--- config.mk ---
export PLATFORM = sky130hd
export DESIGN_NAME = pip_window_gen
export DESIGN_NICKNAME = d
export VERILOG_FILES = /design/src/rtl/pip_pkg.sv /design/src/rtl/pip_edge_counter.sv /design/src/rtl/pip_wipe_step.sv /design/src/rtl/pip_window_gen.sv
export SDC_FILE = /design/constraint.sdc
export NUM_CORES = 1
export LEC_CHECK = 0
export ABC_AREA = 1
export BUFFER_PORTS_ARGS = -buffer_cell sky130_fd_sc_hd__buf_4
export CAP_MARGIN = 20
export CELL_PAD_IN_SITES_DETAIL_PLACEMENT = 1
export CELL_PAD_IN_SITES_GLOBAL_PLACEMENT = 1
export CORE_MARGIN = 2
export CORE_UTILIZATION = 35
export DETAILED_ROUTE_END_ITERATION = 8
export HOLD_SLACK_MARGIN = 0.03
export PLACE_DENSITY = 0.66
export SETUP_SLACK_MARGIN = 0.5
export SYNTH_ARGS = -nofsm -noshare
export SYNTH_HDL_FRONTEND = slang
export SYNTH_SLANG_ARGS = --single-unit
--- constraint.sdc ---
create_clock -name clk -period 4.8 [get_ports clk]
set_clock_uncertainty 0.15 [all_clocks]
set_input_delay 0.72 -clock clk [delete_from_list [all_inputs] [get_ports clk]]
set_output_delay 0.72 -clock clk [all_outputs]
set_load 0.03 [all_outputs]
--- src/rtl/pip_pkg.sv ---
package pip_pkg;
  typedef struct packed {
    logic [3:0] y;
    logic [3:0] r;
    logic [3:0] b;
  } pip_color_t;

  function automatic int unsigned frac_len(int unsigned total, bit quarter);
    return quarter ? total / 4 : total / 3;
  endfunction
endpackage

--- src/rtl/pip_edge_counter.sv ---
module pip_edge_counter #(
  parameter int CW = 10
) (
  input  logic          clk,
  input  logic          rst_n,
  input  logic          sync_n,
  input  logic          step,
  output logic          fall,
  output logic [CW-1:0] cnt
);
  logic          sync_q;
  logic [CW-1:0] cnt_nxt;

  assign fall = sync_q & ~sync_n;

  always_comb begin
    cnt_nxt = cnt;
    if (fall)                         cnt_nxt = '0;
    else if (step && (cnt != '1))     cnt_nxt = cnt + 1'b1;
  end

  always_ff @(posedge clk or negedge rst_n) begin
    if (!rst_n) begin
      sync_q <= 1'b1;
      cnt    <= '1;
    end else begin
      sync_q <= sync_n;
      cnt    <= cnt_nxt;
    end
  end

  p_count_clear_r1: assert property (@(posedge clk) disable iff (!rst_n)
    fall |=> (cnt == '0));
  p_count_step_r1: assert property (@(posedge clk) disable iff (!rst_n)
    (!fall && step && (cnt != '1)) |=> (cnt == $past(cnt) + 1'b1));
endmodule

--- src/rtl/pip_wipe_step.sv ---
module pip_wipe_step #(
  parameter int MW = 6
) (
  input  logic          clk,
  input  logic          rst_n,
  input  logic          active,
  input  logic          field,
  input  logic [MW-1:0] limit,
  output logic [MW-1:0] cur
);
  logic [MW-1:0] cur_nxt;

  always_comb begin
    cur_nxt = cur;
    if (!active)    cur_nxt = '0;
    else if (field) cur_nxt = (cur < limit) ? cur + 1'b1 : limit;
  end

  always_ff @(posedge clk or negedge rst_n) begin
    if (!rst_n) cur <= '0;
    else        cur <= cur_nxt;
  end

  p_wipe_unit_step_r8: assert property (@(posedge clk) disable iff (!rst_n)
    (cur > $past(cur)) |-> (cur == $past(cur) + 1'b1));
  p_wipe_idle_zero_r8: assert property (@(posedge clk) disable iff (!rst_n)
    !active |=> (cur == '0));
endmodule

--- src/rtl/pip_window_gen.sv ---
module pip_window_gen #(
  parameter int ACTIVE_PIX   = 96,
  parameter int ACTIVE_LINES = 24,
  parameter int PIX_W        = 10,
  parameter int LINE_W       = 10,
  parameter int POS_W        = 8,
  parameter int MARGIN_W     = 6
) (
  input  logic              clk,
  input  logic              rst_n,
  input  logic              hsync_n,
  input  logic              vsync_n,
  input  logic              disp_en,
  input  logic [POS_W-1:0]  pos_v,
  input  logic [POS_W-1:0]  pos_h,
  input  logic              size_v_qtr,
  input  logic              size_h_qtr,
  input  logic              border_en,
  input  logic [3:0]        border_y,
  input  logic [3:0]        border_r,
  input  logic [3:0]        border_b,
  input  logic              cut_en,
  input  logic              cut_wipe,
  input  logic              cut_top,
  input  logic              cut_bot,
  input  logic              cut_left,
  input  logic              cut_right,
  input  logic [MARGIN_W-1:0] cut_v,
  input  logic [MARGIN_W-1:0] cut_h,
  output logic              sub_sel,
  output logic              frame_flag,
  output logic [3:0]        frame_y,
  output logic [3:0]        frame_r,
  output logic [3:0]        frame_b,
  output logic              rd_en,
  output logic [PIX_W-1:0]  rd_x,
  output logic [LINE_W-1:0] rd_y
);
  import pip_pkg::*;

  localparam int unsigned W_THIRD = frac_len(ACTIVE_PIX, 1'b0);
  localparam int unsigned W_QTR   = frac_len(ACTIVE_PIX, 1'b1);
  localparam int unsigned H_THIRD = frac_len(ACTIVE_LINES, 1'b0);
  localparam int unsigned H_QTR   = frac_len(ACTIVE_LINES, 1'b1);

  logic              h_fall, v_fall;
  logic [PIX_W-1:0]  px;
  logic [LINE_W-1:0] ln;
  logic [MARGIN_W-1:0] wipe_v, wipe_h;

  pip_edge_counter #(.CW(PIX_W)) u_hcnt (
    .clk(clk), .rst_n(rst_n), .sync_n(hsync_n), .step(1'b1),
    .fall(h_fall), .cnt(px));
  pip_edge_counter #(.CW(LINE_W)) u_vcnt (
    .clk(clk), .rst_n(rst_n), .sync_n(vsync_n), .step(h_fall),
    .fall(v_fall), .cnt(ln));

  logic wipe_active;
  assign wipe_active = cut_en & cut_wipe;

  pip_wipe_step #(.MW(MARGIN_W)) u_wipe_v (
    .clk(clk), .rst_n(rst_n), .active(wipe_active), .field(v_fall),
    .limit(cut_v), .cur(wipe_v));
  pip_wipe_step #(.MW(MARGIN_W)) u_wipe_h (
    .clk(clk), .rst_n(rst_n), .active(wipe_active), .field(v_fall),
    .limit(cut_h), .cur(wipe_h));

  // window geometry
  logic [PIX_W-1:0]  win_w, x0, rx, mh;
  logic [LINE_W-1:0] win_h, y0, ry, mv;
  logic              in_x, in_y, blank, on_ring, vis;

  always_comb begin
    win_w = size_h_qtr ? PIX_W'(W_QTR) : PIX_W'(W_THIRD);
    win_h = size_v_qtr ? LINE_W'(H_QTR) : LINE_W'(H_THIRD);
    x0    = PIX_W'(pos_h);
    y0    = LINE_W'(pos_v);
    rx    = px - x0;
    ry    = ln - y0;
    mh    = cut_wipe ? PIX_W'(wipe_h) : PIX_W'(cut_h);
    mv    = cut_wipe ? LINE_W'(wipe_v) : LINE_W'(cut_v);
    in_x  = (px >= x0) && ({1'b0, px} < ({1'b0, x0} + {1'b0, win_w}));
    in_y  = (ln >= y0) && ({1'b0, ln} < ({1'b0, y0} + {1'b0, win_h}));
    blank = cut_en & (
              (cut_top   && (ry < mv)) ||
              (cut_bot   && (({1'b0, ry} + {1'b0, mv}) >= {1'b0, win_h})) ||
              (cut_left  && (rx < mh)) ||
              (cut_right && (({1'b0, rx} + {1'b0, mh}) >= {1'b0, win_w})));
    on_ring = (rx == '0) || (rx == win_w - 1'b1) ||
              (ry == '0) || (ry == win_h - 1'b1);
    vis   = disp_en & in_x & in_y & ~blank;
  end

  // output next state
  logic              sel_n, frm_n, rd_n;
  pip_color_t        col_n, col_q;
  logic [PIX_W-1:0]  rdx_n;
  logic [LINE_W-1:0] rdy_n;

  always_comb begin
    sel_n = vis;
    frm_n = vis & on_ring;
    rd_n  = vis & ~(on_ring & border_en);
    col_n = (frm_n & border_en) ? pip_color_t'{y: border_y, r: border_r, b: border_b}
                                : pip_color_t'('0);
    rdx_n = rd_n ? rx : '0;
    rdy_n = rd_n ? ry : '0;
  end

  always_ff @(posedge clk or negedge rst_n) begin
    if (!rst_n) begin
      sub_sel    <= 1'b0;
      frame_flag <= 1'b0;
      rd_en      <= 1'b0;
      col_q      <= '0;
      rd_x       <= '0;
      rd_y       <= '0;
    end else begin
      sub_sel    <= sel_n;
      frame_flag <= frm_n;
      rd_en      <= rd_n;
      col_q      <= col_n;
      rd_x       <= rdx_n;
      rd_y       <= rdy_n;
    end
  end

  assign frame_y = col_q.y;
  assign frame_r = col_q.r;
  assign frame_b = col_q.b;

  p_off_dark_r4: assert property (@(posedge clk) disable iff (!rst_n)
    !disp_en |=> (!sub_sel && !frame_flag && !rd_en));
  p_color_on_ring_r6: assert property (@(posedge clk) disable iff (!rst_n)
    ((frame_y != '0) || (frame_r != '0) || (frame_b != '0)) |-> frame_flag);
  p_read_in_window_r2: assert property (@(posedge clk) disable iff (!rst_n)
    rd_en |-> sub_sel);
  p_border_no_read_r6: assert property (@(posedge clk) disable iff (!rst_n)
    (frame_flag && $past(border_en)) |-> !rd_en);
endmodule

* Word-level counts from Yosys, hierarchy flattened *
Index checks and enable logic that the tools add are counted.

word-level totals
  register bits after elaboration = 69
  input port bits = 54
  output and inout bits = 35
  logic and storage cells = 90

operators by class
  add/subtract/negate cells = 12
  magnitude comparators = 10
  equal/unequal tests = 5
  multiplexer cells = 17
  bitwise gates (word level) = 15
  reductions and logical operators = 17

operators with widths
  operator                                          count
  2-to-1 mux 10 bit                                 6
  2-to-1 mux 6 bit                                  9
  adder 10 x 6 -> 11 bit                            2
  adder 10 x 1 -> 10 bit, second input constant     2
  equality test 10 bit                              2
  >= comparator 10 x 8 -> 1 bit                     2
  zero test 10 bit                                  2
  less-than comparator 10 x 6 -> 1 bit              2
  less-than comparator 10 x 9 -> 1 bit              2
  != test 10 bit, second input constant             2
  subtractor 10 x 8 -> 10 bit                       2
  adder 6 x 1 -> 6 bit, second input constant       2
  less-than comparator 6 bit                        2
  2-to-1 mux 12 bit                                 1
  bitwise AND 1 bit                                 11
  >= comparator 11 x 4 -> 1 bit                     1
  >= comparator 11 x 6 -> 1 bit                     1
  adder 8 x 4 -> 9 bit                              1
  adder 8 x 6 -> 9 bit                              1
  logical AND 1 bit                                 7
  subtractor 6 x 1 -> 7 bit, second input constant  1
  logical OR 1 bit                                  6
  subtractor 4 x 1 -> 5 bit, second input constant  1
  2-to-1 mux 4 bit                                  1
  3 further kinds                                   7

* Logic depth before layout (Yosys ltp) *
Gate-level depths: netlist of run 1.

  depth in word-level cells = 13
  mapped depth = 26
  gate-level depth less buffers = 25

* Cells and area by module *
From an unflattened synthesis of run 1, not the netlist that was laid out.

second synthesis, totals
  cells, all modules = 917
  area, all modules = 6617.6 µm²

modules (own cells, without submodules)
  module            times used  cells an instance  area each (µm²)  sequential area each (µm²)
  pip_window_gen    1           565                4027.6           875.8
  pip_edge_counter  2           91                 714.4            289.0
  pip_wipe_step     2           85                 580.6            150.1

* Worst setup path after synthesis of run 1 *
OpenSTA, ideal clock, no wires.

  kind = in2reg
  start point = input port pos_v[0]
  end point = register rd_x[0]
  setup time = 0.072 ns
  arrival = 3.778 ns
  data required time = 4.578 ns
  slack = 0.801 ns
  cell stages on the path = 24
  buffers on the path = 2
  cells stage by stage = ha_1 fa_1 inv_1 nand2_1 and2_1 ha_1 clkbuf_2 nand2_1 nand2_1 a31oi_1 xor2_1 ha_1 a21oi_1 o211ai_1 nor2_1 nand2_1 nor2_1 nand4_1 nand2_1 nand3_1 nand2_2 nand3_2 buf_2 nor2_1

between the ends
  cells in the longest elaborated chain, start to end = 12
  elaborated cells on any way between the ends = 25
  classes of those cells = add/sub (3); order compare (4); eq/ne (1); mux (1); bitwise (7); reduce/logical (9)

ends and longest elaborated chain
  element                        line                   source
  start: declaration             pip_window_gen.sv:14   input logic [POS_W-1:0] pos_v,
  subtractor 10 x 8 -> 10 bit    pip_window_gen.sv:79   ry = ln - y0;
  adder 10 x 6 -> 11 bit         pip_window_gen.sv:86   (cut_bot && (({1'b0, ry} + {1'b0, mv}) >= {1'b0, win_h})) ||
  >= comparator 11 x 4 -> 1 bit  pip_window_gen.sv:86
  logical AND 1 bit              pip_window_gen.sv:86
  logical OR 1 bit               pip_window_gen.sv:85   (cut_top && (ry < mv)) ||
  logical OR 1 bit               pip_window_gen.sv:86
  logical OR 1 bit               pip_window_gen.sv:87   (cut_left && (rx < mh)) ||
  bitwise AND 1 bit              pip_window_gen.sv:84   blank = cut_en & (
  NOT 1 bit                      pip_window_gen.sv:91   vis = disp_en & in_x & in_y & ~blank;
  bitwise AND 1 bit              pip_window_gen.sv:91
  bitwise AND 1 bit *            pip_window_gen.sv:103  rd_n = vis & ~(on_ring & border_en);
  2-to-1 mux 10 bit *            pip_window_gen.sv:106  rdx_n = rd_n ? rx : '0;
  net rdx_n[0]                   pip_window_gen.sv:97   logic [PIX_W-1:0] rdx_n;
  end signal: assignment         pip_window_gen.sv:123  rd_x <= rdx_n;
  end: declaration               pip_window_gen.sv:36   output logic [PIX_W-1:0] rd_x,

Mark *: on every way through the listed nets, which the timed path passes. The rest lies on a longest branch.
A chain may end at the register's enable or synchronous reset.

* Worst setup path after layout of run 1 *
  start point = register u_hcnt.cnt[0]
  end point = register rd_x[5]

between the ends
  cells in the longest elaborated chain, start to end = 10
  elaborated cells on any way between the ends = 25
  classes of those cells = add/sub (2); order compare (4); eq/ne (1); mux (1); bitwise (8); reduce/logical (9)

ends and longest elaborated chain
  element                                                                         line                                        source
  start: declaration                                                              pip_edge_counter.sv:9                       output logic [CW-1:0] cnt
  start signal: assignment                                                        pip_edge_counter.sv:28                      cnt <= cnt_nxt;
  subtractor 10 x 8 -> 10 bit                                                     pip_window_gen.sv:78                        rx = px - x0;
  adder 10 x 6 -> 11 bit or less-than comparator 10 x 6 -> 1 bit (tied branches)  pip_window_gen.sv:88, pip_window_gen.sv:87
  >= comparator 11 x 6 -> 1 bit or logical AND 1 bit (tied branches)              pip_window_gen.sv:88, pip_window_gen.sv:87
  logical AND 1 bit or logical OR 1 bit (tied branches)                           pip_window_gen.sv:88, pip_window_gen.sv:86
  logical OR 1 bit                                                                pip_window_gen.sv:87
  bitwise AND 1 bit                                                               pip_window_gen.sv:84
  NOT 1 bit                                                                       pip_window_gen.sv:91
  bitwise AND 1 bit                                                               pip_window_gen.sv:91
  bitwise AND 1 bit                                                               pip_window_gen.sv:103
  2-to-1 mux 10 bit *                                                             pip_window_gen.sv:106
  net rdx_n[5]                                                                    pip_window_gen.sv:97

Marks and branches as above.

==> run_summary.xml, run 1 <==
<?xml version="1.0" encoding="UTF-8"?>
<metrics>
  <group name="status">
    <metric name="result_of_the_run" unit="">finished, final reports clean</metric>
  </group>
  <group name="place">
    <metric name="post-dp-hpwl" unit="mm">14.1</metric>
    <metric name="place.port_buffers" unit="">88</metric>
    <metric name="gp_congestion" unit="">0.829</metric>
    <metric name="pre_cts_setup_slack" unit="ns">0.0835</metric>
    <metric name="placed_cells_incl_taps" unit="">1195</metric>
  </group>
  <group name="synth">
    <metric name="cell_with_the_most_instances_after_synthesis" unit="">nand2_1</metric>
    <metric name="commonest_cells_in_the_netlist" unit="">nand2_1, inv_1, nor2_1</metric>
    <metric name="synth-seq-area-share" unit="%">28.5</metric>
    <metric name="async_reset_ff_share" unit="%">100</metric>
    <metric name="synth_area" unit="mm²">0.00615</metric>
    <metric name="ys_ff_latch" unit="">69</metric>
    <metric name="postSynth.topFlopCell" unit="">dfrtp_1</metric>
    <metric name="syn-mean-instance-area" unit="µm²">6.94</metric>
    <metric name="synth.yosys.warnings" unit="">0</metric>
    <metric name="netlist_instances" unit="">886</metric>
    <metric name="synthesized_nets" unit="">1026</metric>
    <metric name="synth_edf_count" unit="">0</metric>
    <metric name="post_synth_num_cell_types" unit="">35</metric>
    <metric name="yosysTopAreaCellShare" unit="%">19.1</metric>
    <metric name="netlist_top_cells_area" unit="">dfrtp_1, ha_1, nand2_1</metric>
    <metric name="synthDominantAreaCellType" unit="">dfrtp_1</metric>
  </group>
  <group name="detailed_routing">
    <metric name="avgViaCountPerCell" unit="">4.91</metric>
    <metric name="detail_route.drc_violations" unit="">0</metric>
    <metric name="drt_iter0_markers" unit="">146</metric>
    <metric name="drt-pass1-iter-count" unit="">4</metric>
    <metric name="drt-total-wl" unit="mm">18.3</metric>
    <metric name="vias" unit="">5988</metric>
    <metric name="routed_length_per_placed_instance" unit="µm">15.0</metric>
    <metric name="detail-route-antenna-nets" unit="">0</metric>
  </group>
  <group name="power_and_ir_drop">
    <metric name="leakage_dissipation" unit="nW">4.17</metric>
    <metric name="vdd_drop_max" unit="µV">165</metric>
    <metric name="totalPowerFinal" unit="mW">2.44</metric>
    <metric name="power_density" unit="mW/mm²">316</metric>
  </group>
  <group name="worst_hold_path">
    <metric name="hold_path_class" unit="">in2reg</metric>
  </group>
  <group name="setup_path">
    <metric name="reg2reg_setup_slack" unit="ns">0.83</metric>
    <metric name="worst_setup_path_end_kind" unit="">flip-flop</metric>
    <metric name="path_max_fanout" unit="">7</metric>
    <metric name="critical_path.cell_chain" unit="">inv_1 -&gt; ha_2 -&gt; inv_2 -&gt; fa_2 -&gt; nand3_1 -&gt; nand3_4 -&gt; xor2_4 -&gt; ha_4 -&gt; inv_1 -&gt; a21oi_1 -&gt; nand2_1 -&gt; nor2_2 -&gt; xor2_1 -&gt; ha_1 -&gt; nand2_1 -&gt; nand3_1 -&gt; nor2_1 -&gt; nand4_1 -&gt; nand2_1 -&gt; nand3_2 -&gt; nand2_8 -&gt; nand3_4 -&gt; nor2_2</metric>
    <metric name="ff2ff_path_depth" unit="">23</metric>
    <metric name="critPathMaxStageDelay" unit="ns">0.43</metric>
    <metric name="start_kind" unit="">flip-flop</metric>
    <metric name="worst_setup_startpoint" unit="">u_hcnt.cnt[0]$_DFFE_PN1P_</metric>
    <metric name="cp-endpoint" unit="">rd_x[5]$_DFF_PN0_</metric>
    <metric name="worst_ep_required_time" unit="ns">4.92</metric>
    <metric name="cp_common_cell" unit="">nand2_1</metric>
    <metric name="crit_path_top_delay_cell" unit="">fa_2</metric>
    <metric name="worst-setup-path-type" unit="">reg2reg</metric>
    <metric name="critical_path.reg2reg.endpoint" unit="">rd_x[5]$_DFF_PN0_</metric>
    <metric name="worst_path_arrival_time" unit="ns">4.08</metric>
    <metric name="reg2reg_from" unit="">u_hcnt.cnt[0]$_DFFE_PN1P_</metric>
  </group>
  <group name="timing">
    <metric name="finalSetupTns" unit="ns">0</metric>
    <metric name="max_slew.worst_pin.slew" unit="ns">0.910</metric>
    <metric name="grt_setup_unrepaired" unit="">false</metric>
    <metric name="finalWorstPathRequiredPeriod" unit="ns">3.97</metric>
    <metric name="finalSetupViolCount" unit="">0</metric>
    <metric name="final_hold_viol_count" unit="">0</metric>
    <metric name="timing.final.crit_share" unit="%">82.6</metric>
    <metric name="pnr_worst_setup_slack" unit="ns">0.833</metric>
    <metric name="report.final.slew_viol_count" unit="">0</metric>
    <metric name="timing.fmax" unit="GHz">0.252</metric>
    <metric name="timing.max_slew.rel_slack" unit="%">39.3</metric>
  </group>
  <group name="cts">
    <metric name="clockRootBuffer" unit="">clkbuf_16</metric>
    <metric name="worst_skew_pair.late_latency" unit="ns">0.35</metric>
    <metric name="cts_max_path_buffers" unit="">2</metric>
    <metric name="tritoncts.num_buffers" unit="">9</metric>
    <metric name="ctsHoldBuffers" unit="">0</metric>
    <metric name="tritoncts_num_sinks" unit="">69</metric>
    <metric name="htree_num_levels" unit="">3</metric>
    <metric name="clk_slew_on_worst_s_h_paths" unit="ns">0.06</metric>
    <metric name="tritoncts" unit="">yes</metric>
  </group>
  <group name="final_layout">
    <metric name="fillCellCount" unit="">2198</metric>
    <metric name="utilization" unit="%">44.7</metric>
    <metric name="layout.cells.non_filler" unit="">1220</metric>
    <metric name="synthToLayoutAreaGrowth" unit="%">25.2</metric>
    <metric name="diodes" unit="">0</metric>
    <metric name="design.final.nets" unit="">1130</metric>
    <metric name="drive_above_1_share" unit="%">18.1</metric>
  </group>
  <group name="job">
    <metric name="cap_viol_max_count" unit="">0</metric>
  </group>
  <group name="floorplanning">
    <metric name="full_die_area" unit="mm²">0.0187</metric>
    <metric name="coreArea" unit="mm²">0.0172</metric>
    <metric name="number_of_rows_in_the_core_area" unit="">48</metric>
    <metric name="initial_core_util" unit="%">35.7</metric>
    <metric name="die-height" unit="µm">137</metric>
    <metric name="io_pins" unit="">89</metric>
    <metric name="die_width" unit="µm">137</metric>
  </group>
  <group name="grt">
    <metric name="gr-total-overflow" unit="">0</metric>
    <metric name="wire_length_of_the_first_global_routing_pass" unit="mm">29.3</metric>
    <metric name="antenna_violations_before_repair" unit="">0</metric>
    <metric name="global_route.usage.total" unit="%">19.9</metric>
    <metric name="grt_max_degree" unit="">70</metric>
    <metric name="grt_pass1_vias" unit="">6061</metric>
  </group>
</metrics>
==> report_power, final <==
part | switching [mW] | total (mW) | leakage [nW] | internal [mW]
Combinational | 0.608 | 1.05 | 3.13 | 0.440
Sequential | 0.0245 | 0.636 | 0.884 | 0.611
Clock | 0.286 | 0.754 | 0.158 | 0.469
==> metrics by stage <==
step / hold slack (ns) / area [µm²]
detailed placement: 0.369 / 7090
global route: 0.334 / 7700
finish: 0.342 / 7700
global placement: 0.362 / 7090
CTS: 0.328 / 7420
floorplan: 0.274 / 6150
==> logic make-up after synthesis <==
logic type | count (synthesis) | synth area share [%]
xor gates and xnor gates | 28 | 3.99
buffers and inverters | 187 | 11.6
DFF | 69 | 28.5
adders and majority gates | 86 | 18.2
and+or+nand+nor | 399 | 27.1
AOI/OAI and AO/OA | 117 | 10.6
==> layout by cell type (no fill, tap or decap), types with 6 or more instances in the layout <==
cell type and count:
nand2_1 201, inv_1 174, buf_4 98, nor2_1 95, ha_1 73, nand3_1 49, o21ai_0 48, dfrtp_1 47
a21oi_1 41, dfstp_2 22, xor2_1 18, nor3_1 15, nand4_1 14, nor2_2 9, clkbuf_16 9, xnor2_1 6
nand3_4 6, o22ai_1 6
==> worst min-delay path by stage <==
stage	startpoint	endpoint	slack, ns	cells after the start
floorplan	rst_n	frame_b[0]$_DFF_PN0_	0.27	0
global placement	u_hcnt.cnt[4]$_DFFE_PN1P_	u_hcnt.cnt[4]$_DFFE_PN1P_	0.36	2
detailed placement	u_vcnt.cnt[5]$_DFFE_PN1P_	u_vcnt.cnt[6]$_DFFE_PN1P_	0.37	2
CTS	vsync_n	u_vcnt.sync_q$_DFF_PN1_	0.33	1
global route	vsync_n	u_vcnt.sync_q$_DFF_PN1_	0.33	1
finish	vsync_n	u_vcnt.sync_q$_DFF_PN1_	0.34	1
==> per-layer routing <==
layer	vias up	wire [µm]	share of wire, %	track usage (%)
met5	-	0	0	0
met4	0	497	2.7	6.42
met3	28	510	2.8	3.00
met2	81	8810	48	33.4
met1	2859	8500	46	26.3
li1	3020	-	-	-
==> timing repair <==
action | in CTS | in global routing
gates resized for setup | 1 | 42
setup endpoints to repair | 30 | 35
setup buffers | 0 | 5
pin swaps | 0 | 17
cloned | 0 | 4
==> worst max-delay path: cells and delay by family (launching register included) <==
family | cells | cell delay (ns)
adders and majority gates | 4 | 1.19
DFF | 1 | 0.37
buffers and inverters | 3 | 0.22
AOI/OAI and AO/OA | 1 | 0.14
and+or+nand+nor | 13 | 1.47
xor gates and xnor gates | 2 | 0.35
==> registers in the layout, indices dropped and copies added, names as in the netlist, 4 cells and up <==
register and flops:
frame_b 4, frame_r 4, frame_y 4, rd_x 10, rd_y 10, u_hcnt.cnt 10
u_vcnt.cnt 10, u_wipe_h.cur 6, u_wipe_v.cur 6
==> cell type report <==
type	instances	area (µm²)	area share, %
Sequential cell	69	1750	22.8
Tap cell	225	282	3.65
Clock inverter	6	86.3	1.12
Multi-Input combinational cell	634	3940	51.1
Timing Repair Buffer	98	736	9.55
Clock buffer	10	239	3.10
Inverter	178	668	8.67
Note: power is estimated with default switching activity, not from simulation.
==> inputs of run 2 (changes only) <==
==> constraint.sdc (replaced) <==
create_clock -name clk -period 3.85 [get_ports clk]
set_clock_uncertainty 0.15 [all_clocks]
set_input_delay 0.5775 -clock clk [delete_from_list [all_inputs] [get_ports clk]]
set_output_delay 0.5775 -clock clk [all_outputs]
set_load 0.03 [all_outputs]
==> run 2 against run 1 <==
Net effect: the run now ends with negative setup slack left; core utilization grew 3.6 points; design area grew 8.0%; sequential share of layout area shrank 1.7 points; critical path depth unchanged; non-clock buffer count up 66; clock power grew 34%; cell count increased by 5.1%; sequential cell count did not move; highest routed layer unchanged; maximum frequency is 1.7% higher.
==> run_summary.xml, run 2 (synthesis gave the netlist of run 1 again) <==
<?xml version="1.0" encoding="UTF-8"?>
<metrics>
  <group name="final_layout">
    <metric name="layout.cells.most_common" unit="">nand2_1</metric>
    <metric name="area.sequential" unit="mm²">0.00175</metric>
    <metric name="diodes" unit="">0</metric>
    <metric name="drive_above_1_share" unit="%">25.4</metric>
    <metric name="multi_input_comb_area" unit="mm²">0.00399</metric>
    <metric name="design.final.nets" unit="">1192</metric>
    <metric name="fillCellCount" unit="">2225</metric>
    <metric name="layout.cells.most_common_list" unit="">nand2_1, inv_1, buf_4</metric>
    <metric name="layout.cells.non_filler" unit="">1282</metric>
    <metric name="synthToLayoutAreaGrowth" unit="%">35.2</metric>
  </group>
  <group name="detailed_routing">
    <metric name="detail_route.drc_violations" unit="">0</metric>
    <metric name="vias" unit="">6017</metric>
    <metric name="avgViaCountPerCell" unit="">4.69</metric>
    <metric name="detail-route-antenna-nets" unit="">0</metric>
    <metric name="drt-pass1-iter-count" unit="">4</metric>
    <metric name="drt_iter0_markers" unit="">190</metric>
    <metric name="routed_length_per_placed_instance" unit="µm">14.7</metric>
    <metric name="drt-total-wl" unit="mm">18.8</metric>
  </group>
  <group name="power_and_ir_drop">
    <metric name="leakage_dissipation" unit="nW">4.52</metric>
    <metric name="power_density" unit="mW/mm²">411</metric>
    <metric name="totalPowerFinal" unit="mW">3.42</metric>
    <metric name="vdd_drop_max" unit="µV">244</metric>
  </group>
  <group name="timing">
    <metric name="timing.final.crit_share" unit="%">101</metric>
    <metric name="finalWorstPathRequiredPeriod" unit="ns">3.90</metric>
    <metric name="timing.fmax" unit="GHz">0.256</metric>
    <metric name="finalSetupViolCount" unit="">33</metric>
    <metric name="grt_setup_unrepaired" unit="">true</metric>
    <metric name="report.final.slew_viol_count" unit="">0</metric>
    <metric name="max_slew.worst_pin.slew" unit="ns">0.931</metric>
    <metric name="holdWs" unit="ns">0.195</metric>
    <metric name="timing.max_slew.rel_slack" unit="%">37.9</metric>
    <metric name="final_hold_viol_count" unit="">0</metric>
    <metric name="pnr_worst_setup_slack" unit="ns">-0.0503</metric>
    <metric name="finalSetupTns" unit="ns">-0.891</metric>
  </group>
  <group name="setup_path">
    <metric name="worst-setup-path-type" unit="">reg2reg</metric>
    <metric name="timing.critical_path.max_delay_family" unit="">adder cells</metric>
    <metric name="reg2reg_from" unit="">u_vcnt.cnt[0]$_DFFE_PN1P_</metric>
    <metric name="start_kind" unit="">flip-flop</metric>
    <metric name="critPathMaxStageDelay" unit="ns">0.55</metric>
    <metric name="critical_path.cell_chain" unit="">inv_4 -&gt; ha_4 -&gt; fa_2 -&gt; inv_2 -&gt; nand2_2 -&gt; and2_4 -&gt; ha_4 -&gt; buf_4 -&gt; a31oi_4 -&gt; xor2_1 -&gt; ha_1 -&gt; a21oi_2 -&gt; o211ai_1 -&gt; nor2_1 -&gt; nand2_1 -&gt; nor2_1 -&gt; nand4_1 -&gt; nand2_1 -&gt; nand3_1 -&gt; nand2_2 -&gt; nand3_4 -&gt; buf_4 -&gt; nor2_1</metric>
    <metric name="worst_setup_startpoint" unit="">u_vcnt.cnt[0]$_DFFE_PN1P_</metric>
    <metric name="crit_path_top_delay_cell" unit="">dfstp_2</metric>
    <metric name="worst_setup_path_end_kind" unit="">flip-flop</metric>
    <metric name="path_max_fanout" unit="">5</metric>
    <metric name="cp_common_cell" unit="">nor2_1</metric>
    <metric name="worst_path_arrival_time" unit="ns">4.03</metric>
    <metric name="worst_ep_required_time" unit="ns">3.98</metric>
    <metric name="cp.buffers_inverters" unit="">4</metric>
  </group>
  <group name="floorplanning">
    <metric name="die_width" unit="µm">137</metric>
    <metric name="die-height" unit="µm">137</metric>
    <metric name="number_of_rows_in_the_core_area" unit="">48</metric>
    <metric name="io_pins" unit="">89</metric>
    <metric name="initial_core_util" unit="%">35.7</metric>
    <metric name="coreArea" unit="mm²">0.0172</metric>
    <metric name="full_die_area" unit="mm²">0.0187</metric>
  </group>
  <group name="status">
    <metric name="result_of_the_run" unit="">finished with violations</metric>
    <metric name="failed_checks" unit="">negative setup slack</metric>
  </group>
  <group name="cts">
    <metric name="worst_skew_pair.late_latency" unit="ns">0.35</metric>
    <metric name="cts_max_path_buffers" unit="">2</metric>
    <metric name="clockRootBuffer" unit="">clkbuf_16</metric>
    <metric name="clk_slew_on_worst_s_h_paths" unit="ns">0.06</metric>
    <metric name="htree_num_levels" unit="">3</metric>
    <metric name="tritoncts" unit="">yes</metric>
    <metric name="tritoncts_num_sinks" unit="">69</metric>
    <metric name="tritoncts.num_buffers" unit="">9</metric>
  </group>
  <group name="place">
    <metric name="gp_congestion" unit="">0.808</metric>
    <metric name="placed_cells_incl_taps" unit="">1244</metric>
    <metric name="post-dp-hpwl" unit="mm">14.9</metric>
    <metric name="place.port_buffers" unit="">88</metric>
    <metric name="pre_cts_setup_slack" unit="ns">-0.231</metric>
  </group>
  <group name="worst_hold_path">
    <metric name="timing.hold.worst.start" unit="">hsync_n</metric>
    <metric name="hold_path_class" unit="">in2reg</metric>
  </group>
  <group name="job">
    <metric name="cap_viol_max_count" unit="">0</metric>
  </group>
  <group name="grt">
    <metric name="wire_length_of_the_first_global_routing_pass" unit="mm">31.1</metric>
    <metric name="grt_max_degree" unit="">70</metric>
    <metric name="global_route.usage.total" unit="%">21.1</metric>
    <metric name="antenna_violations_before_repair" unit="">0</metric>
    <metric name="grt_pass1_vias" unit="">6377</metric>
    <metric name="gr-total-overflow" unit="">0</metric>
  </group>
</metrics>
run 2: cell count changes in the layout (fill, tap and decap cells not counted), sizes merged:
cell,delta
nand3,-4
clkinvlp,+1
clkinv,-2
buf,+66
bufinv,+1
run 2: power breakdown:
part           switching [mW]  total [mW]  leakage, nW  internal (mW)
clock                   0.355        1.01        0.165          0.650
sequential             0.0274       0.789        0.884          0.762
combinational           0.863        1.62         3.47          0.762
run 2: metrics by stage:
stage / area (µm²) / util [%]
2_1_floorplan: 6260 / -
3_3_place_gp: 7550 / 43.8
3_5_place_dp: 7550 / 43.8
4_1_cts: 8240 / 47.8
5_1_grt: 8320 / 48.3
6_report: 8320 / 48.3
run 2: final timing paths:
path                                        endpoint  slack [ns]  cells past startpoint
min                          u_hcnt.sync_q$_DFF_PN1_        0.19                      1
max in group asynchronous          rd_x[9]$_DFF_PN0_        2.73                      1
max                                rd_x[9]$_DFF_PN0_       -0.05                     23
min reg2reg                u_vcnt.cnt[6]$_DFFE_PN1P_        0.38                      2
min in group asynchronous          rd_x[3]$_DFF_PN0_        0.23                      1
max reg2reg                        rd_x[9]$_DFF_PN0_       -0.05                     23
run 2: cell type report:
cell class	instances	area share [%]
sequential	69	21.1
clock buffer	10	2.87
inverter	178	8.15
tap	225	3.38
timing repair buffer	164	15.2
clock inverter	6	1.32
multi-input combinational	630	48.0
run 2: worst reg2reg max path, stage by stage, from the launching register on:
cell	delay (ns)
dfstp_2	0.55
inv_4	0.05
ha_4	0.16
fa_2	0.35
inv_2	0.07
nand2_2	0.05
and2_4	0.15
ha_4	0.29
buf_4	0.12
a31oi_4	0.07
xor2_1	0.18
ha_1	0.36
a21oi_2	0.15
o211ai_1	0.10
nor2_1	0.13
nand2_1	0.07
nor2_1	0.09
nand4_1	0.08
nand2_1	0.07
nand3_1	0.07
nand2_2	0.12
nand3_4	0.13
buf_4	0.18
nor2_1	0.09
run 2: repair_timing:
action | 4_1_cts | 5_1_grt
gates cloned | 1 | 0
setup endpoints to repair | 35 | 35
pin swaps | 18 | 10
hold endpoints to repair | 0 | 0
hold buffers | 0 | 0
setup buffers | 19 | 2
gates resized for setup | 53 | 13
run 2: routing by layer:
layer	global-route usage (%)	vias to the layer above	share of wire [%]
li1	-	3138	-
met1	27.1	2796	48
met2	37.3	64	48
met3	2.52	19	2.1
met4	5.96	0	1.4
met5	0	-	0
==> inputs of run 3 (changes only) <==
--- a/config.mk
+++ b/config.mk
@@ -6,12 +6,13 @@
 export NUM_CORES = 1
 export LEC_CHECK = 0
 export ABC_AREA = 1
-export BUFFER_PORTS_ARGS = -buffer_cell sky130_fd_sc_hd__buf_4
+export BUFFER_PORTS_ARGS = -buffer_cell sky130_fd_sc_hd__buf_2
 export CAP_MARGIN = 20
 export CELL_PAD_IN_SITES_DETAIL_PLACEMENT = 1
 export CELL_PAD_IN_SITES_GLOBAL_PLACEMENT = 1
 export CORE_MARGIN = 2
 export CORE_UTILIZATION = 35
+export CTS_BUF_LIST = sky130_fd_sc_hd__clkbuf_16
 export DETAILED_ROUTE_END_ITERATION = 8
 export HOLD_SLACK_MARGIN = 0.03
 export PLACE_DENSITY = 0.66
==> run 3 against run 2 <==
Net effect: the run still ends with negative setup slack left; global-route usage shrank 0.38 points; core utilization decreased by 2.4 points; clock power fell by 9%; design area shrank 4.9%; cell count down 0.94%; routed wire length is 0.91% lower; setup slack got worse by 0.042 ns; non-clock buffer count down 12; largest cell class unchanged.
==> run_summary.xml, run 3 (synthesis gave the netlist of run 1 again) <==
<?xml version="1.0" encoding="UTF-8"?>
<metrics>
  <group name="status">
    <metric name="result_of_the_run" unit="">finished with violations</metric>
    <metric name="failed_checks" unit="">negative setup slack</metric>
  </group>
  <group name="final_layout">
    <metric name="fillCellCount" unit="">2259</metric>
    <metric name="multi_input_comb_area" unit="mm²">0.00392</metric>
    <metric name="design.final.nets" unit="">1180</metric>
    <metric name="utilization" unit="%">45.9</metric>
    <metric name="diodes" unit="">0</metric>
    <metric name="layout.cells.non_filler" unit="">1270</metric>
    <metric name="drive_above_1_share" unit="%">23.6</metric>
    <metric name="layout.cells.most_common" unit="">nand2_1</metric>
    <metric name="layout.cells.most_common_list" unit="">nand2_1, inv_1, buf_2</metric>
    <metric name="synthToLayoutAreaGrowth" unit="%">28.6</metric>
    <metric name="area.sequential" unit="mm²">0.00175</metric>
  </group>
  <group name="timing">
    <metric name="max_slew.worst_pin.slew" unit="ns">0.942</metric>
    <metric name="finalSetupViolCount" unit="">29</metric>
    <metric name="grt_setup_unrepaired" unit="">true</metric>
    <metric name="pnr_worst_setup_slack" unit="ns">-0.0921</metric>
    <metric name="final_hold_viol_count" unit="">0</metric>
    <metric name="timing.max_slew.rel_slack" unit="%">37.2</metric>
    <metric name="timing.fmax" unit="GHz">0.254</metric>
    <metric name="timing.final.crit_share" unit="%">102</metric>
    <metric name="report.final.slew_viol_count" unit="">0</metric>
    <metric name="finalWorstPathRequiredPeriod" unit="ns">3.94</metric>
  </group>
  <group name="grt">
    <metric name="grt.busiest_layer" unit="">met2</metric>
    <metric name="gr-total-overflow" unit="">0</metric>
    <metric name="global_route.usage.total" unit="%">20.8</metric>
    <metric name="met1_usage" unit="%">27.1</metric>
    <metric name="wire_length_of_the_first_global_routing_pass" unit="mm">30.7</metric>
    <metric name="antenna_violations_before_repair" unit="">0</metric>
    <metric name="grt_pass1_vias" unit="">6279</metric>
    <metric name="grt_use_met2" unit="%">36.1</metric>
    <metric name="grt_max_degree" unit="">70</metric>
    <metric name="met3_usage" unit="%">3.37</metric>
  </group>
  <group name="worst_hold_path">
    <metric name="hold_path_class" unit="">in2reg</metric>
    <metric name="min_delay_path_depth" unit="">1</metric>
  </group>
  <group name="cts">
    <metric name="clockRootBuffer" unit="">clkbuf_16</metric>
    <metric name="htree_num_levels" unit="">3</metric>
    <metric name="clk_slew_on_worst_s_h_paths" unit="ns">0.06</metric>
    <metric name="tritoncts" unit="">yes</metric>
    <metric name="cts_max_path_buffers" unit="">2</metric>
    <metric name="ctsHoldBuffers" unit="">0</metric>
    <metric name="tritoncts_num_sinks" unit="">69</metric>
    <metric name="tritoncts.num_buffers" unit="">9</metric>
    <metric name="worst_skew_pair.late_latency" unit="ns">0.35</metric>
  </group>
  <group name="floorplanning">
    <metric name="die_width" unit="µm">137</metric>
    <metric name="initial_core_util" unit="%">35.7</metric>
    <metric name="io_pins" unit="">89</metric>
    <metric name="full_die_area" unit="mm²">0.0187</metric>
    <metric name="number_of_rows_in_the_core_area" unit="">48</metric>
    <metric name="coreArea" unit="mm²">0.0172</metric>
    <metric name="die-height" unit="µm">137</metric>
  </group>
  <group name="setup_path">
    <metric name="ff2ff_path_depth" unit="">22</metric>
    <metric name="worst-setup-path-type" unit="">reg2reg</metric>
    <metric name="worst_setup_path_end_kind" unit="">flip-flop</metric>
    <metric name="worst_path_arrival_time" unit="ns">4.08</metric>
    <metric name="worst_ep_required_time" unit="ns">3.98</metric>
    <metric name="path_max_fanout" unit="">6</metric>
    <metric name="start_kind" unit="">flip-flop</metric>
  </group>
  <group name="detailed_routing">
    <metric name="drt-pass1-iter-count" unit="">4</metric>
    <metric name="routed_length_per_placed_instance" unit="µm">14.7</metric>
    <metric name="vias" unit="">6073</metric>
    <metric name="drt_iter0_markers" unit="">182</metric>
    <metric name="drt-total-wl" unit="mm">18.6</metric>
    <metric name="avgViaCountPerCell" unit="">4.78</metric>
    <metric name="detail_route.drc_violations" unit="">0</metric>
    <metric name="detail-route-antenna-nets" unit="">0</metric>
  </group>
  <group name="place">
    <metric name="placed_cells_incl_taps" unit="">1244</metric>
    <metric name="gp_congestion" unit="">0.829</metric>
    <metric name="post-dp-hpwl" unit="mm">14.9</metric>
    <metric name="place.port_buffers" unit="">88</metric>
  </group>
  <group name="job">
    <metric name="cap_viol_max_count" unit="">0</metric>
  </group>
  <group name="power_and_ir_drop">
    <metric name="power_density" unit="mW/mm²">403</metric>
    <metric name="vdd_drop_max" unit="µV">346</metric>
    <metric name="leakage_dissipation" unit="nW">4.39</metric>
  </group>
</metrics>
run 3: cell types whose count changed in the layout (fill, tap and decap cells not counted), sizes merged:
cell	before	now
buf	164	151
clkinvlp	2	1
clkinv	1	4
bufinv	3	2
run 3: cell type report:
type | count | area share, %
Multi-Input combinational cell | 630 | 49.5
Tap cell | 225 | 3.56
Clock buffer | 9 | 2.85
Clock inverter | 7 | 1.14
Inverter | 178 | 8.48
Sequential cell | 69 | 22.2
Timing Repair Buffer | 152 | 12.3
run 3: report_power, final:
part / switching (mW) / internal [mW] / leakage (nW)
registers: 0.0281 / 0.762 / 0.884
logic: 0.817 / 0.663 / 3.36
clock network: 0.356 / 0.564 / 0.153
total: 1.20 / 1.99 / 4.39
run 3: layer usage:
layer	share of wire (%)	vias to the layer above
li1	-	3114
met1	48	2872
met2	49	73
met3	2.8	14
met4	1.1	0
met5	0	-
run 3: what timing repair did:
action / in CTS / in global routing
setup endpoints to repair: 35 / 35
gates cloned: 1 / 1
buffers inserted: 4 / 4
hold endpoints to repair: 0 / 0
gates resized for setup: 18 / 35
pin swaps: 3 / 14
run 3: critical path: stages, from the launching register on:
cell and delay (ns):
dfstp_2 0.56, ha_1 0.25, inv_1 0.08, nand2_1 0.06, and2_1 0.18, xnor2_1 0.23
inv_1 0.12, ha_1 0.32, inv_1 0.06, xor2_1 0.14, ha_1 0.35, a21oi_2 0.15
o211ai_1 0.10, nor2_1 0.13, nand2_1 0.07, nor2_1 0.10, nand4_1 0.09, nand2_1 0.09
nand3_2 0.08, nand2_4 0.11, nand3_4 0.15, buf_8 0.21, nor2_2 0.08
run 3: final timing paths:
check                                          start                   endpoint  slack (ns)
max                        u_vcnt.cnt[2]$_DFFE_PN1P_          rd_y[1]$_DFF_PN0_       -0.09
min                                          hsync_n    u_hcnt.sync_q$_DFF_PN1_        0.19
max reg2reg                u_vcnt.cnt[2]$_DFFE_PN1P_          rd_y[1]$_DFF_PN0_       -0.09
min reg2reg                u_hcnt.cnt[4]$_DFFE_PN1P_  u_hcnt.cnt[4]$_DFFE_PN1P_        0.38
max in group asynchronous                      rst_n          rd_x[1]$_DFF_PN0_        2.71
min in group asynchronous                      rst_n          sub_sel$_DFF_PN0_        0.23
run 3: per-stage QoR:
step                      hold slack (ns)  power (mW)  TNS, ns  setup WS [ns]  instance area [µm²]
final                               0.191        3.19    -1.71        -0.0921                 7910
after global routing                0.178        3.45   -12.14         -0.395                 7910
after CTS                           0.175        3.20    -2.62        -0.0951                 7730
after detailed placement            0.370        2.23    -6.72         -0.225                 7340
after global placement              0.366        2.19    -2.88         -0.102                 7340
after floorplan                     0.132        1.69        0          0.167                 6260
